[src/rtl/lsu_lane_pkg.sv]
package lsu_lane_pkg;

  typedef enum logic [1:0] {
    ACC_BYTE     = 2'd0,
    ACC_HALF     = 2'd1,
    ACC_WORD     = 2'd2,
    ACC_WORD_ALT = 2'd3
  } accSize_e;

  // Strobes the control side hands to the datapath
  typedef struct packed {
    logic     storeGo;
    accSize_e reqSize;
    logic     rspGo;
    accSize_e rspSize;
    logic     rspUnsigned;
  } laneStrb_t;

  // Size code 3 is treated as a full word
  function automatic accSize_e normSize(input logic [1:0] raw);
    accSize_e s;
    case (raw)
      2'd0:    s = ACC_BYTE;
      2'd1:    s = ACC_HALF;
      default: s = ACC_WORD;
    endcase
    return s;
  endfunction

endpackage

[src/rtl/lsu_lane_ctrl.sv]
module lsu_lane_ctrl
  import lsu_lane_pkg::*;
#(
  parameter int NUM_LANES = 4
) (
  input  logic                         clk,
  input  logic                         rstN,
  input  logic                         reqValid,
  input  logic                         reqStore,
  input  logic                         reqUnsigned,
  input  logic [1:0]                   reqSize,
  input  logic [$clog2(NUM_LANES)-1:0] effLow,
  output laneStrb_t                    strb,
  output logic [NUM_LANES-1:0]         laneEn,
  output logic [$clog2(NUM_LANES)-1:0] rspLane,
  output logic                         misalign,
  output logic                         memRe,
  output logic                         memWe
);

  localparam int LANE_IDX_W = $clog2(NUM_LANES);

  accSize_e sizeDec;
  logic     alignOk;
  logic     accessOk;

  assign sizeDec = normSize(reqSize);

  always_comb begin
    case (sizeDec)
      ACC_BYTE: alignOk = 1'b1;
      ACC_HALF: alignOk = (effLow[0] == 1'b0);
      default:  alignOk = (effLow == '0);
    endcase
  end

  assign accessOk = reqValid & alignOk;
  assign misalign = reqValid & ~alignOk;
  assign memWe    = accessOk & reqStore;
  assign memRe    = accessOk & ~reqStore;

  // Lane i (lane 0 = lowest address) drives enable bit NUM_LANES-1-i
  for (genvar i = 0; i < NUM_LANES; i++) begin : g_lane
    localparam logic [LANE_IDX_W-1:0] LANE_ID = LANE_IDX_W'(i);
    logic covered;
    always_comb begin
      case (sizeDec)
        ACC_BYTE: covered = (effLow == LANE_ID);
        ACC_HALF: covered = (effLow[LANE_IDX_W-1:1] == LANE_ID[LANE_IDX_W-1:1]);
        default:  covered = 1'b1;
      endcase
    end
    assign laneEn[NUM_LANES-1-i] = accessOk & covered;
  end

  // Response context for the read word arriving next cycle
  logic                  rspGoQ;
  logic                  rspUnsQ;
  accSize_e              rspSizeQ;
  logic [LANE_IDX_W-1:0] rspLaneQ;

  always_ff @(posedge clk or negedge rstN) begin
    if (!rstN) begin
      rspGoQ   <= 1'b0;
      rspUnsQ  <= 1'b0;
      rspSizeQ <= ACC_WORD;
      rspLaneQ <= '0;
    end else begin
      rspGoQ <= accessOk & ~reqStore;
      if (accessOk && !reqStore) begin
        rspUnsQ  <= reqUnsigned;
        rspSizeQ <= sizeDec;
        rspLaneQ <= effLow;
      end
    end
  end

  assign rspLane          = rspLaneQ;
  assign strb.storeGo     = accessOk & reqStore;
  assign strb.reqSize     = sizeDec;
  assign strb.rspGo       = rspGoQ;
  assign strb.rspSize     = rspSizeQ;
  assign strb.rspUnsigned = rspUnsQ;

endmodule

[src/rtl/lsu_lane_datapath.sv]
module lsu_lane_datapath
  import lsu_lane_pkg::*;
#(
  parameter int DATA_W = 32,
  parameter int ADDR_W = 32,
  parameter int OFFS_W = 16
) (
  input  logic [ADDR_W-1:0]                   reqBase,
  input  logic [OFFS_W-1:0]                   reqOffset,
  input  logic [DATA_W-1:0]                   storeData,
  input  logic [DATA_W-1:0]                   memRdata,
  input  laneStrb_t                           strb,
  input  logic [DATA_W/8-1:0]                 laneEn,
  input  logic [$clog2(DATA_W/8)-1:0]         rspLane,
  output logic [$clog2(DATA_W/8)-1:0]         effLow,
  output logic [ADDR_W-1:0]                   memAddr,
  output logic [DATA_W-1:0]                   memWdata,
  output logic                                loadValid,
  output logic [DATA_W-1:0]                   loadData
);

  localparam int NUM_LANES  = DATA_W / 8;
  localparam int LANE_IDX_W = $clog2(NUM_LANES);

  // Address generation
  logic [ADDR_W-1:0] effAddr;
  assign effAddr = reqBase + {{(ADDR_W-OFFS_W){reqOffset[OFFS_W-1]}}, reqOffset};
  assign effLow  = effAddr[LANE_IDX_W-1:0];
  assign memAddr = {effAddr[ADDR_W-1:LANE_IDX_W], {LANE_IDX_W{1'b0}}};

  // Store lane steering: each lane picks one source byte
  for (genvar i = 0; i < NUM_LANES; i++) begin : g_wlane
    logic [7:0] laneByte;
    always_comb begin
      int srcIdx;
      case (strb.reqSize)
        ACC_BYTE: srcIdx = 0;
        ACC_HALF: srcIdx = int'(effLow) + 1 - i;
        default:  srcIdx = NUM_LANES - 1 - i;
      endcase
      laneByte = 8'h00;
      for (int j = 0; j < NUM_LANES; j++) begin
        if (j == srcIdx) laneByte = storeData[j*8 +: 8];
      end
    end
    assign memWdata[DATA_W-1-8*i -: 8] =
      (strb.storeGo && laneEn[NUM_LANES-1-i]) ? laneByte : 8'h00;
  end

  // Load lane selection and extension
  logic [7:0]        pickByte;
  logic [15:0]       pickHalf;
  logic [DATA_W-1:0] shaped;
  logic              fill;

  always_comb begin
    pickByte = 8'h00;
    pickHalf = 16'h0000;
    for (int m = 0; m < NUM_LANES; m++) begin
      if (int'(rspLane) == m) pickByte = memRdata[DATA_W-1-8*m -: 8];
    end
    for (int m = 0; m + 1 < NUM_LANES; m += 2) begin
      if (int'(rspLane) == m) pickHalf = memRdata[DATA_W-1-8*m -: 16];
    end
    case (strb.rspSize)
      ACC_BYTE: begin
        fill   = ~strb.rspUnsigned & pickByte[7];
        shaped = {{(DATA_W-8){fill}}, pickByte};
      end
      ACC_HALF: begin
        fill   = ~strb.rspUnsigned & pickHalf[15];
        shaped = {{(DATA_W-16){fill}}, pickHalf};
      end
      default: begin
        fill   = 1'b0;
        shaped = memRdata;
      end
    endcase
  end

  assign loadValid = strb.rspGo;
  assign loadData  = strb.rspGo ? shaped : '0;

endmodule

[src/rtl/lsu_lane_unit.sv]
module lsu_lane_unit
  import lsu_lane_pkg::*;
#(
  parameter int DATA_W = 32,
  parameter int ADDR_W = 32,
  parameter int OFFS_W = 16
) (
  input  logic                clk,
  input  logic                rstN,
  input  logic                reqValid,
  input  logic                reqStore,
  input  logic                reqUnsigned,
  input  logic [1:0]          reqSize,
  input  logic [ADDR_W-1:0]   reqBase,
  input  logic [OFFS_W-1:0]   reqOffset,
  input  logic [DATA_W-1:0]   storeData,
  output logic [ADDR_W-1:0]   memAddr,
  output logic [DATA_W/8-1:0] memByteEn,
  output logic                memRe,
  output logic                memWe,
  output logic [DATA_W-1:0]   memWdata,
  input  logic [DATA_W-1:0]   memRdata,
  output logic                misalign,
  output logic                loadValid,
  output logic [DATA_W-1:0]   loadData
);

  localparam int NUM_LANES  = DATA_W / 8;
  localparam int LANE_IDX_W = $clog2(NUM_LANES);

  laneStrb_t             strb;
  logic [LANE_IDX_W-1:0] effLow;
  logic [LANE_IDX_W-1:0] rspLane;

  lsu_lane_ctrl #(
    .NUM_LANES (NUM_LANES)
  ) u_ctrl (
    .clk         (clk),
    .rstN        (rstN),
    .reqValid    (reqValid),
    .reqStore    (reqStore),
    .reqUnsigned (reqUnsigned),
    .reqSize     (reqSize),
    .effLow      (effLow),
    .strb        (strb),
    .laneEn      (memByteEn),
    .rspLane     (rspLane),
    .misalign    (misalign),
    .memRe       (memRe),
    .memWe       (memWe)
  );

  lsu_lane_datapath #(
    .DATA_W (DATA_W),
    .ADDR_W (ADDR_W),
    .OFFS_W (OFFS_W)
  ) u_dp (
    .reqBase   (reqBase),
    .reqOffset (reqOffset),
    .storeData (storeData),
    .memRdata  (memRdata),
    .strb      (strb),
    .laneEn    (memByteEn),
    .rspLane   (rspLane),
    .effLow    (effLow),
    .memAddr   (memAddr),
    .memWdata  (memWdata),
    .loadValid (loadValid),
    .loadData  (loadData)
  );

endmodule

[config.mk]
export PLATFORM = sky130hd
export DESIGN_NAME = lsu_lane_unit
export DESIGN_NICKNAME = d
export VERILOG_FILES = /design/src/rtl/lsu_lane_pkg.sv /design/src/rtl/lsu_lane_ctrl.sv /design/src/rtl/lsu_lane_datapath.sv /design/src/rtl/lsu_lane_unit.sv
export SDC_FILE = /design/constraint.sdc
export NUM_CORES = 1
export LEC_CHECK = 0
export BUFFER_PORTS_ARGS = -buffer_cell sky130_fd_sc_hd__buf_4
export CAP_MARGIN = 20
export CORE_MARGIN = 2
export CORE_UTILIZATION = 42
export CTS_CLUSTER_DIAMETER = 60
export DETAILED_ROUTE_END_ITERATION = 16
export MAX_ROUTING_LAYER = met4
export PLACE_DENSITY = 0.87
export SYNTH_ARGS = -nofsm -noshare
export SYNTH_HDL_FRONTEND = slang
export SYNTH_HIERARCHICAL = 1
export SYNTH_SLANG_ARGS = --single-unit
[constraint.sdc]
create_clock -name clk -period 3.3 [get_ports clk]
set_input_delay 0.495 -clock clk [delete_from_list [all_inputs] [get_ports clk]]
set_output_delay 0.495 -clock clk [all_outputs]
set_load 0.05 [all_outputs]
### After elaboration in Yosys (flattened, before gate mapping)

Cells that the tools add are included.

* add/sub/neg operators: 5
* equal/unequal tests: 21
* multiplexer cells: 38
* bitwise logic cells: 15
* reductions and logical operators: 15

Operator list (number)
* $eq A3 B32 Y1 const A: 8
* $pmux W32 S2: 4
* $mux W8: 24
* $eq A2 B32 Y1 const A: 4
* $logic_not A32 Y1: 4
* $mux W32: 2
* $sub A32 B3 Y32 const B: 2
* $add A32 B32 Y32: 1
* $mux W16: 2
* $sub A32 B2 Y32 const B: 1
* $and A1 B1 Y1: 10
* $eq A2 B1 Y1 const B: 5
* $logic_not A2 Y1: 5
* $pmux W1 S2: 5
* $eq A2 B2 Y1 const B: 4
* $logic_and A1 B1 Y1: 5
* $not A1 Y1: 5
* $pmux W2 S2: 1
* $add A2 B1 Y3 const B: 1
* $logic_not A1 Y1: 1

* flip-flop bits (word level): 6
* input bits: 119
* output and inout bits: 104
* logic and storage cells: 98

### Depth between registers and ports, before layout

Gate-level depths: netlist (run 1).

* word-level depth: 10
* gate-level depth with buffers: 12
* gate-level depth less buffers: 11

### By module

Netlist (run 1), hierarchy kept.

Modules (own cells, without submodules)
* lsu_lane_datapath: times used 1, cells each 516, area each 3504.6 µm², seq. area each 0.0 µm²
* lsu_lane_ctrl: times used 1, cells each 47, area each 451.7 µm², seq. area each 151.4 µm²

### Least setup slack after synthesis (run 1)

No wires, ideal clock.

* kind: input port to output port
* start: in reqBase[0]
* end: out memWdata[0]
* arrival: 3.577 ns
* data required time: 2.805 ns
* slack: -0.772 ns
* stages on the path: 8
* buffers on the path: 1
* cells stage by stage: ha_1 -> fa_1 -> buf_2 -> nor2_4 -> nand2_1 -> a21boi_1 -> nand2_1 -> a21oi_1

* elaborated cells on any way between the ends: 22
* classes of those cells: 3 x add/sub; 4 x eq/ne; 8 x mux; 4 x bitwise; 3 x reduce/logical

RTL lines
* from (decl): line lsu_lane_unit.sv:14 `input logic [ADDR_W-1:0] reqBase,`
* $add A32 B32 Y32 (*): line lsu_lane_datapath.sv:27 `assign effAddr = reqBase + {{(ADDR_W-OFFS_W){reqOffset[OFFS_W-1]}}, reqOffset};`
* via effLow[1]: line lsu_lane_unit.sv:32 `logic [LANE_IDX_W-1:0] effLow;`
* $logic_not A2 Y1: line lsu_lane_ctrl.sv:33 `default: alignOk = (effLow == '0);`
* $pmux W1 S2: line lsu_lane_ctrl.sv:30 `case (sizeDec)`
* $and A1 B1 Y1: line lsu_lane_ctrl.sv:37 `assign accessOk = reqValid & alignOk;`
* $and A1 B1 Y1 (*): line lsu_lane_ctrl.sv:53 `assign laneEn[NUM_LANES-1-i] = accessOk & covered;`
* via memByteEn[0]: line lsu_lane_unit.sv:18 `output logic [DATA_W/8-1:0] memByteEn,`
* $logic_and A1 B1 Y1 (*): line lsu_lane_datapath.sv:47 `(strb.storeGo && laneEn[NUM_LANES-1-i]) ? laneByte : 8'h00;`
* $mux W8 (*): line lsu_lane_datapath.sv:47
* to (decl): line lsu_lane_unit.sv:21 `output logic [DATA_W-1:0] memWdata,`

The timed path passes the listed nets; every way through them passes the cells marked *.

### Worst setup path after layout (run 1)

* start: in reqOffset[0]
* end: out memWdata[17]

* word-level cells in the longest chain between the ends: 10
* elaborated cells on any way between the ends: 23
* classes of those cells: 3 x add/sub; 4 x eq/ne; 8 x mux; 5 x bitwise; 3 x reduce/logical

Ends and longest elaborated chain
* from (decl): line lsu_lane_unit.sv:15 `input logic [OFFS_W-1:0] reqOffset,`
* $add A32 B32 Y32 (*): line lsu_lane_datapath.sv:27
* via effLow[1]: line lsu_lane_unit.sv:32
* $add A2 B1 Y3: line lsu_lane_datapath.sv:38 `ACC_HALF: srcIdx = int'(effLow) + 1 - i;`
* $sub A32 B2 Y32: line lsu_lane_datapath.sv:38
* $pmux W32 S2: line lsu_lane_datapath.sv:36 `case (strb.reqSize)`
* $logic_not A32 Y1: line lsu_lane_datapath.sv:43 `if (j == srcIdx) laneByte = storeData[j*8 +: 8];`
* $mux W8 (4 in series): line lsu_lane_datapath.sv:43
* $mux W8 (*): line lsu_lane_datapath.sv:47

Marked as above.

==> flow_metrics.py, run 1 <==
metrics = {
    "power_and_ir_drop": {
        "cellPowerDensity_nw_per_um2": 292,
        "irDropWorstVdd_uv": 303,
        "p_leak_nw": 3.40,
        "power_mw": 2.14,
    },
    "cells_and_area": {
        "areaGrowthSynthToFinish_pct": 84.6,
        "regArea_um2": 151,
        "post-route-util": 0.794,
        "multi_input_area_um2": 4390,
        "fin_cells": 943,
        "drive_above_1_share": 0.525,
        "final_area_um2": 7300,
        "final_nets": 991,
        "n_antenna_cell": 0,
        "fill_cells": 555,
    },
    "worst_setup_path": {
        "worst_ep_required_time_ns": 2.80,
        "startpoint_type": "input port",
        "r2r_start": "u_ctrl/rspLane[0]",
        "critical_path_class": "input port to output pin",
        "reg2reg_slack_ns": 2.13,
        "critical_path.max_fanout": 5,
        "critPathCaptureType": "output pin",
        "r2r_cells": 4,
        "crit_arrival_ns": 3.07,
        "timing.rr.end": "u_ctrl/rspLane[0]",
    },
    "global_route": {
        "grt_overflow": 0,
        "antenna_found_initial": 0,
        "grtUsageTotal": 0.328,
        "grt_pass1_vias": 5864,
        "grt_pass1_wl_um": 27100,
        "grt_max_degree": 29,
    },
    "timing": {
        "slew_headroom": 0.407,
        "finalSetupViolCount": 22,
        "rsz0062_at_grt": "true",
        "slew_viol_final": 0,
        "hold_ws_ns": 0.0625,
        "fin_crit_ns": 3.56,
        "tightest_slew_ns": 0.886,
        "period_share": 1.08,
        "fin_ws_ns": -0.262,
        "max_freq_mhz": 281,
        "finalClockSkew_ns": 0,
        "hold_violations": 0,
    },
    "synth": {
        "syn_inst": 563,
        "ys_ff_latch": 6,
        "ys.flop_type": "dfrtp_1",
        "synth_edf_count": 0,
        "yosysUniqueCellTypes": 72,
        "synth-seq-area-share": 0.0383,
        "ys_async_sr_fraction": 1.00,
        "avgSynthCellArea_um2": 7.03,
        "ys_warn_count": 6,
        "netlist_area_um2": 3960,
    },
    "detailed_routing": {
        "wl_met3_um": 1550,
        "vias": 6023,
        "dr_wl_met2_um": 9350,
        "drc": 0,
        "wire_per_inst_um": 19.2,
        "wl_met1_um": 6450,
        "top_layer_used": "met4",
        "viasPerCell": 6.39,
        "drt-pass1-iter-count": 6,
        "drt_wl_total_um": 18100,
        "drt_iter0_markers": 515,
        "ant_nets": 0,
    },
    "cts": {
        "clk_latency_ns": 0.23,
        "clkTransAtPathRegs_ns": 0.04,
        "cts.sinks": 6,
        "clockBufferDepth": 2,
        "cts_max_level": 1,
        "cts_inserted_buffers": 3,
        "cts_tree": "yes",
        "cts-root-buf": "clkbuf_8",
    },
    "placed_design": {
        "port_buffers": 220,
        "placed_cells": 927,
        "place_congestion": 0.954,
        "dpl_cell_area_um2": 6530,
        "dpl.hpwl_um": 12600,
    },
    "floorplan": {
        "die-area_um2": 10200,
        "core_area_um2": 9200,
        "die_w_um": 101,
        "io_pins": 223,
        "die_h_um": 101,
        "initial_core_util": 0.430,
        "rows": 35,
    },
    "hold_path": {
        "min_path_type": "input port to async pin",
    },
    "status": {
        "violations": "negative setup slack",
        "outcome": "complete, but fails checks",
    },
    "flow_run": {
        "maxCapViolCount": 0,
    },
}
[metal layers]
metal,GRT usage,vias up
li1,-,2689
met1,0.363,2784
met2,0.593,448
met3,0.0319,102
met4,0.147,0
met5,-,-
[per-stage QoR]
step                      TNS [ns]  setup slack, ns
after global placement       -7.86           -0.431
final                        -3.55           -0.262
after global routing         -5.07           -0.316
after floorplan             -0.322          -0.0592
after detailed placement    -10.52           -0.535
after CTS                    -3.21           -0.247
[how the worst max path moves through the flow]
stage | endpoint | from | slack (ns)
after global placement | memWdata[0] | reqBase[0] | -0.43
after detailed placement | memWdata[0] | reqBase[0] | -0.54
final | memWdata[17] | reqOffset[0] | -0.26
after CTS | memWdata[6] | reqOffset[0] | -0.25
after floorplan | memWdata[0] | reqBase[0] | -0.06
after global routing | memWdata[17] | reqOffset[0] | -0.32
[cells by family (layout without fill, tap and decap cells)]
| group | Yosys count | count (layout) | share of synthesized area |
|---|---|---|---|
| flip-flops | 6 | 6 | 0.0383 |
| AND/OR/NAND/NOR | 182 | 182 | 0.225 |
| AO/OA/AOI/OAI | 219 | 219 | 0.394 |
| XOR/XNOR | 29 | 29 | 0.0642 |
| other | 1 | 2 | 0.000948 |
| adder cells (fa/ha/maj) | 39 | 39 | 0.125 |
| multiplexers | 20 | 20 | 0.0784 |
| buffers and inverters | 67 | 335 | 0.0731 |
[critical path: stages]
cell and delay, ns:
buf_6 0.10, ha_4 0.15, fa_2 0.64, ha_4 0.17
buf_6 0.10, ha_4 0.19, nand3b_1 0.09, buf_6 0.14
nor3_4 0.05, buf_6 0.15, a22oi_2 0.24, nor2_2 0.06
a221oi_2 0.26, nor2_4 0.05, buf_8 0.16
[layout by cell type, fill, tap and decap left out, types with 9 or more instances in the layout]
master    count
a21o_1       13
a21oi_1      55
a21oi_4      15
a221oi_2     15
a222oi_1     15
a22oi_2       9
and2_1        9
buf_4       245
buf_6        39
ha_1         29
inv_1        33
mux2i_1      10
nand2_1      43
nand4_1       9
nor2_1       35
nor2_2       12
nor2_4       15
o21ai_0      18
xnor2_1      16
xor2_1       11
[sequential cells by signal, summed over array words and instances (netlist names)]
register,flops
u_ctrl/rspUnsQ,1
u_ctrl/rspSizeQ,2
u_ctrl/rspLane,2
u_ctrl/rspGoQ,1
[area by class of cell]
class | instances | share of cell area
inverters | 37 | 0.0190
multi-input cells | 491 | 0.601
well taps | 111 | 0.0190
clock buffers | 4 | 0.00617
repair buffers | 294 | 0.335
flip-flops and latches | 6 | 0.0207
[Yosys cell counts (all sizes together), types with 8 or more instances]
cell type / instances / share of area
nand4: 9 / 0.014
ha: 38 / 0.12
a22o: 8 / 0.018
a222oi: 15 / 0.038
nand2b: 9 / 0.015
nand2: 48 / 0.046
and2: 11 / 0.018
o21bai: 11 / 0.024
buf: 17 / 0.026
a21o: 13 / 0.025
mux2i: 10 / 0.025
mux4: 8 / 0.046
a21oi: 74 / 0.096
nor2: 62 / 0.062
inv: 36 / 0.034
nor3: 9 / 0.011
o21ai: 24 / 0.030
xor2: 13 / 0.029
xnor2: 16 / 0.035
a22oi: 9 / 0.017
clkbuf: 13 / 0.012
a221oi: 18 / 0.041
[repair_timing]
| action | CTS | global route |
|---|---|---|
| buffers inserted | 10 | 9 |
| gates resized for setup | 87 | 41 |
| hold buffers | 0 | 0 |
| endpoints found under the setup margin | 37 | 45 |
| pin swaps | 33 | 34 |
[power by group]
group	internal [mW]	total, mW	switching (mW)
Combinational	0.747	1.88	1.13
Clock	0.0836	0.121	0.0376
Sequential	0.0890	0.133	0.0445
(Power assumes the default switching activity.)
==> inputs of run 2 (changes only) <==
--- a/config.mk
+++ b/config.mk
@@ -8,11 +8,12 @@
 export BUFFER_PORTS_ARGS = -buffer_cell sky130_fd_sc_hd__buf_4
 export CAP_MARGIN = 20
 export CORE_MARGIN = 2
-export CORE_UTILIZATION = 42
+export CORE_UTILIZATION = 50
 export CTS_CLUSTER_DIAMETER = 60
 export DETAILED_ROUTE_END_ITERATION = 16
 export MAX_ROUTING_LAYER = met4
-export PLACE_DENSITY = 0.87
+export PLACE_DENSITY = 0.95
+export REMOVE_ABC_BUFFERS = 1
 export SYNTH_ARGS = -nofsm -noshare
 export SYNTH_HDL_FRONTEND = slang
 export SYNTH_HIERARCHICAL = 1
==> constraint.sdc (replaced) <==
create_clock -name clk -period 4.26 [get_ports clk]
set_input_delay 0.639 -clock clk [delete_from_list [all_inputs] [get_ports clk]]
set_output_delay 0.639 -clock clk [all_outputs]
set_load 0.05 [all_outputs]
==> run 2 against run 1 <==
Via count fell by 8.5%; highest routed layer unchanged; utilization fell by 4.0 points; the run now ends clean; cell count fell by 7.0%.
==> flow_metrics.py, run 2 (same netlist as run 1, synthesis figures left out) <==
metrics = {
    "cts": {
        "clk_latency_ns": 0.22,
        "cts_inserted_buffers": 3,
        "clockBufferDepth": 2,
        "cts_resized": 2,
        "cts_setup_buffers": 0,
        "clkTransAtPathRegs_ns": 0.04,
        "cts-root-buf": "clkbuf_8",
        "cts.sinks": 6,
        "cts_max_level": 1,
        "cts_tree": "yes",
        "hold_buffers": 0,
    },
    "timing": {
        "fin_crit_ns": 4.10,
        "hold_violations": 0,
        "max_freq_mhz": 244,
        "period_share": 0.963,
        "finalSetupViolCount": 0,
        "finalClockSkew_ns": 0,
        "tightest_slew_ns": 0.613,
        "slew_viol_final": 0,
        "slew_headroom": 0.590,
        "rsz0062_at_grt": "false",
    },
    "detailed_routing": {
        "wire_per_inst_um": 17.9,
        "viasPerCell": 6.28,
        "drt_iter0_markers": 490,
        "vias": 5511,
        "ant_nets": 0,
        "drc": 0,
        "drt-pass1-iter-count": 7,
        "drt_wl_total_um": 15700,
    },
    "global_route": {
        "grt_pass1_wl_um": 24900,
        "grt_max_degree": 29,
        "antenna_found_initial": 0,
        "grt_pass1_vias": 5280,
        "grt_overflow": 0,
        "grtUsageTotal": 0.352,
    },
    "worst_setup_path": {
        "startpoint_type": "input port",
        "critical_path_class": "input port to output pin",
        "crit_arrival_ns": 3.46,
        "critPathCaptureType": "output pin",
        "r2r_cells": 3,
        "critical_path.max_fanout": 7,
        "worst_ep_required_time_ns": 3.62,
    },
    "hold_path": {
        "min_path_type": "input port to async pin",
    },
    "cells_and_area": {
        "final_nets": 934,
        "fin_cells": 877,
        "drive_above_1_share": 0.356,
        "final_cell_mix": "237 x buf_4, 72 x a21oi_1, 59 x nor2_1",
        "areaGrowthSynthToFinish_pct": 46.5,
        "final_area_um2": 5800,
        "layout_commonest_cell": "buf_4",
        "n_antenna_cell": 0,
    },
    "power_and_ir_drop": {
        "power_mw": 1.39,
        "cellPowerDensity_nw_per_um2": 240,
        "p_leak_nw": 2.94,
        "irDropWorstVdd_uv": 208,
    },
    "placed_design": {
        "port_buffers": 220,
        "dpl.hpwl_um": 12500,
        "place_congestion": 0.947,
        "dpl_cell_area_um2": 5710,
        "placed_cells": 872,
    },
    "floorplan": {
        "initial_core_util": 0.515,
        "die_h_um": 93.0,
        "rows": 32,
        "core_area_um2": 7690,
        "io_pins": 223,
        "die_w_um": 93.0,
        "die-area_um2": 8640,
    },
    "flow_run": {
        "maxCapViolCount": 0,
    },
    "status": {
        "outcome": "finished, final reports clean",
    },
}
[run 2: final timing paths]
path,startpoint,to,slack [ns]
worst max-delay path,reqBase[0],memWdata[23],0.16
worst min-delay path,rstN,u_ctrl/rspGoQ,0.21
worst max register to register,u_ctrl/rspLane[0],u_ctrl/rspLane[0],3.12
worst min register to register,u_ctrl/rspUnsQ,u_ctrl/rspUnsQ,0.59
max in group asynchronous,rstN,u_ctrl/rspSizeQ[1],3.84
min in group clk,u_ctrl/rspUnsQ,u_ctrl/rspUnsQ,0.59
[run 2: final cells by class]
type / count / area, um2
fillers: 606 / 1890
clock buffers: 4 / 45.0
repair buffers: 237 / 1780
multi-input cells: 491 / 3550
well taps: 102 / 128
flip-flops and latches: 6 / 151
inverters: 37 / 139
[run 2: through the flow]
step	utilization	hold WS (ns)	TNS [ns]	worst slack (ns)
2_1_floorplan	-	0.343	-3.33	-0.222
3_3_place_gp	0.743	0.445	-0.380	-0.0661
3_5_place_dp	0.743	0.446	-0.631	-0.0996
4_1_cts	0.750	0.212	0	0.0465
5_1_grt	0.754	0.206	0	0.0328
6_report	0.754	0.214	0	0.158
[run 2: worst max-delay path, cell delays in order]
cell and delay (ns):
buf_4 0.11, ha_1 0.23, fa_2 0.60, ha_1 0.33, or3_1 0.50, nor2_1 0.34, buf_4 0.22, a221oi_1 0.11
nor2_1 0.15, buf_4 0.22
[run 2: per-layer routing]
| metal | wire [um] | GRT usage | up-vias |
|---|---|---|---|
| li1 | - | - | 2565 |
| met4 | 503 | 0.109 | 0 |
| met3 | 1550 | 0.0561 | 59 |
| met5 | 0 | - | - |
| met1 | 5590 | 0.396 | 2529 |
| met2 | 8010 | 0.639 | 358 |
[run 2: power breakdown]
part	switching, mW	leakage [nW]	internal [mW]
registers	0.0322	0.0704	0.0689
logic	0.750	2.84	0.451
clock network	0.0233	0.0228	0.0642
total	0.806	2.94	0.584
==> inputs of run 3 (changes only) <==
--- a/config.mk
+++ b/config.mk
@@ -8,7 +8,8 @@
 export BUFFER_PORTS_ARGS = -buffer_cell sky130_fd_sc_hd__buf_4
 export CAP_MARGIN = 20
 export CORE_MARGIN = 2
-export CORE_UTILIZATION = 50
+export CORE_UTILIZATION = 51
+export CTS_BUF_LIST = sky130_fd_sc_hd__clkbuf_8
 export CTS_CLUSTER_DIAMETER = 60
 export DETAILED_ROUTE_END_ITERATION = 16
 export MAX_ROUTING_LAYER = met4
==> run 3 against run 2 <==
Fmax decreased by 0.50%; power about the same; critical path type unchanged; sequential power increased by 7%; cell count increased by 0.23%; global-route usage about the same; register-to-register slack got worse by 0.09 ns; sequential share of layout area about the same; hold slack improved by 0.0013 ns; count of clock-buffer cells in the layout decreased by 1; largest power group unchanged.
==> flow_metrics.py, run 3 (same netlist as run 1, synthesis figures left out) <==
metrics = {
    "timing": {
        "hold_violations": 0,
        "finalSetupViolCount": 0,
        "tns_ns": 0,
        "finalClockSkew_ns": 0,
        "period_share": 0.968,
        "fin_crit_ns": 4.12,
        "slew_viol_final": 0,
        "rsz0062_at_grt": "false",
        "max_freq_mhz": 243,
        "slew_headroom": 0.573,
        "tightest_slew_ns": 0.637,
        "fin_ws_ns": 0.137,
    },
    "global_route": {
        "grtUsageTotal": 0.353,
        "antenna_found_initial": 0,
        "grt_pass1_wl_um": 24400,
        "grt_max_degree": 29,
        "grt_pass1_vias": 5284,
        "grt_overflow": 0,
    },
    "floorplan": {
        "rows": 32,
        "core_area_um2": 7610,
        "initial_core_util": 0.520,
        "die-area_um2": 8480,
        "io_pins": 223,
        "die_w_um": 92.1,
        "die_h_um": 92.1,
    },
    "cts": {
        "cts_inserted_buffers": 3,
        "clk_latency_ns": 0.22,
        "cts.sinks": 6,
        "hold_buffers": 0,
        "clockBufferDepth": 2,
        "cts-root-buf": "clkbuf_8",
        "cts_max_level": 1,
        "clkTransAtPathRegs_ns": 0.04,
        "cts_tree": "yes",
    },
    "placed_design": {
        "dpl_cell_area_um2": 5720,
        "place_congestion": 0.966,
        "dp_slack_ns": -0.186,
        "port_buffers": 220,
        "dpl.hpwl_um": 12300,
    },
    "detailed_routing": {
        "drt-pass1-iter-count": 7,
        "ant_nets": 0,
        "drt_wl_total_um": 15500,
        "drt_iter0_markers": 566,
        "viasPerCell": 6.34,
        "wire_per_inst_um": 17.6,
        "vias": 5569,
        "drc": 0,
    },
    "cells_and_area": {
        "drive_above_1_share": 0.356,
        "regArea_um2": 151,
        "fill_cells": 587,
        "multi_input_area_um2": 3550,
        "n_antenna_cell": 0,
        "areaGrowthSynthToFinish_pct": 47.0,
        "final_area_um2": 5820,
        "post-route-util": 0.765,
        "final_nets": 936,
        "layout_commonest_cell": "buf_4",
        "final_cell_mix": "238 x buf_4, 72 x a21oi_1, 59 x nor2_1",
    },
    "worst_setup_path": {
        "critPathCaptureType": "output pin",
        "timing.rr.end": "u_ctrl/rspSizeQ[1]",
        "worst_ep_required_time_ns": 3.62,
        "r2r_cells": 2,
        "critical_path.max_fanout": 8,
        "reg2reg_slack_ns": 3.03,
        "startpoint_type": "input port",
        "critical_path_class": "input port to output pin",
        "crit_arrival_ns": 3.48,
        "r2r_start": "u_ctrl/rspSizeQ[1]",
    },
    "power_and_ir_drop": {
        "power_mw": 1.39,
        "p_int_mw": 0.580,
        "seqPwrFrac": 0.078,
        "cellPowerDensity_nw_per_um2": 239,
        "power.switching_mw": 0.809,
        "p_leak_nw": 2.96,
        "irDropWorstVdd_uv": 198,
        "combPwrFrac": 0.859,
        "pwr-share-clk": 0.063,
        "swShare": 0.582,
    },
    "status": {
        "outcome": "finished, final reports clean",
    },
    "hold_path": {
        "min_path_type": "input port to async pin",
    },
    "flow_run": {
        "maxCapViolCount": 0,
    },
}
==> run 3: cell type report <==
| cell class | count | share of cell area |
|---|---|---|
| Inverter | 37 | 0.0239 |
| Clock inverter | 1 | 0.000645 |
| Clock buffer | 3 | 0.00710 |
| Tap cell | 102 | 0.0219 |
| Sequential cell | 6 | 0.0260 |
| Timing Repair Buffer | 239 | 0.311 |
| Multi-Input combinational cell | 491 | 0.610 |
==> run 3: power by group through the flow <==
stage                     Combinational, mW  Clock, mW  Sequential, mW
after detailed placement               1.17          0           0.108
final                                  1.19     0.0875           0.108
after global routing                   1.26     0.0933           0.112
after CTS                              1.18     0.0876           0.107
after floorplan                       0.782          0           0.108
after global placement                 1.14          0           0.107
==> run 3: routing by layer <==
layer / vias up / GRT usage / routed length [um]
met1: 2579 / 0.398 / 5590
met3: 59 / 0.0468 / 1490
met4: 0 / 0.143 / 578
met2: 358 / 0.628 / 7850
li1: 2573 / - / -
met5: - / - / 0
==> run 3: worst max-delay path by stage <==
stage / startpoint / end / depth (start not counted)
CTS: reqBase[0] / memWdata[28] / 10
detailed placement: reqBase[0] / memWdata[1] / 11
global placement: reqBase[0] / memWdata[1] / 11
finish: reqBase[0] / memWdata[21] / 13
floorplan: reqBase[0] / memWdata[0] / 9
global route: reqBase[0] / memWdata[6] / 14
==> run 3: worst max-delay path, stage by stage <==
cell and delay [ns]:
buf_4 0.11, ha_1 0.24, fa_2 0.60, ha_1 0.16, inv_1 0.04, ha_1 0.26
nand3b_1 0.17, nor3_2 0.53, a22oi_1 0.18, nor2_1 0.14, a221oi_1 0.06, nor2_1 0.12
buf_4 0.22
==> run 3: per-stage QoR <==
stage	hold WS [ns]	cells
6_report	0.215	879
5_1_grt	0.211	879
4_1_cts	0.214	877
3_5_place_dp	0.448	873
3_3_place_gp	0.445	873
2_1_floorplan	0.343	534
==> run 3: what timing repair did <==
action	4_1_cts	5_1_grt
pin swaps	0	0
setup buffers	0	1
endpoints found under the setup margin	16	23
resized for setup	2	4
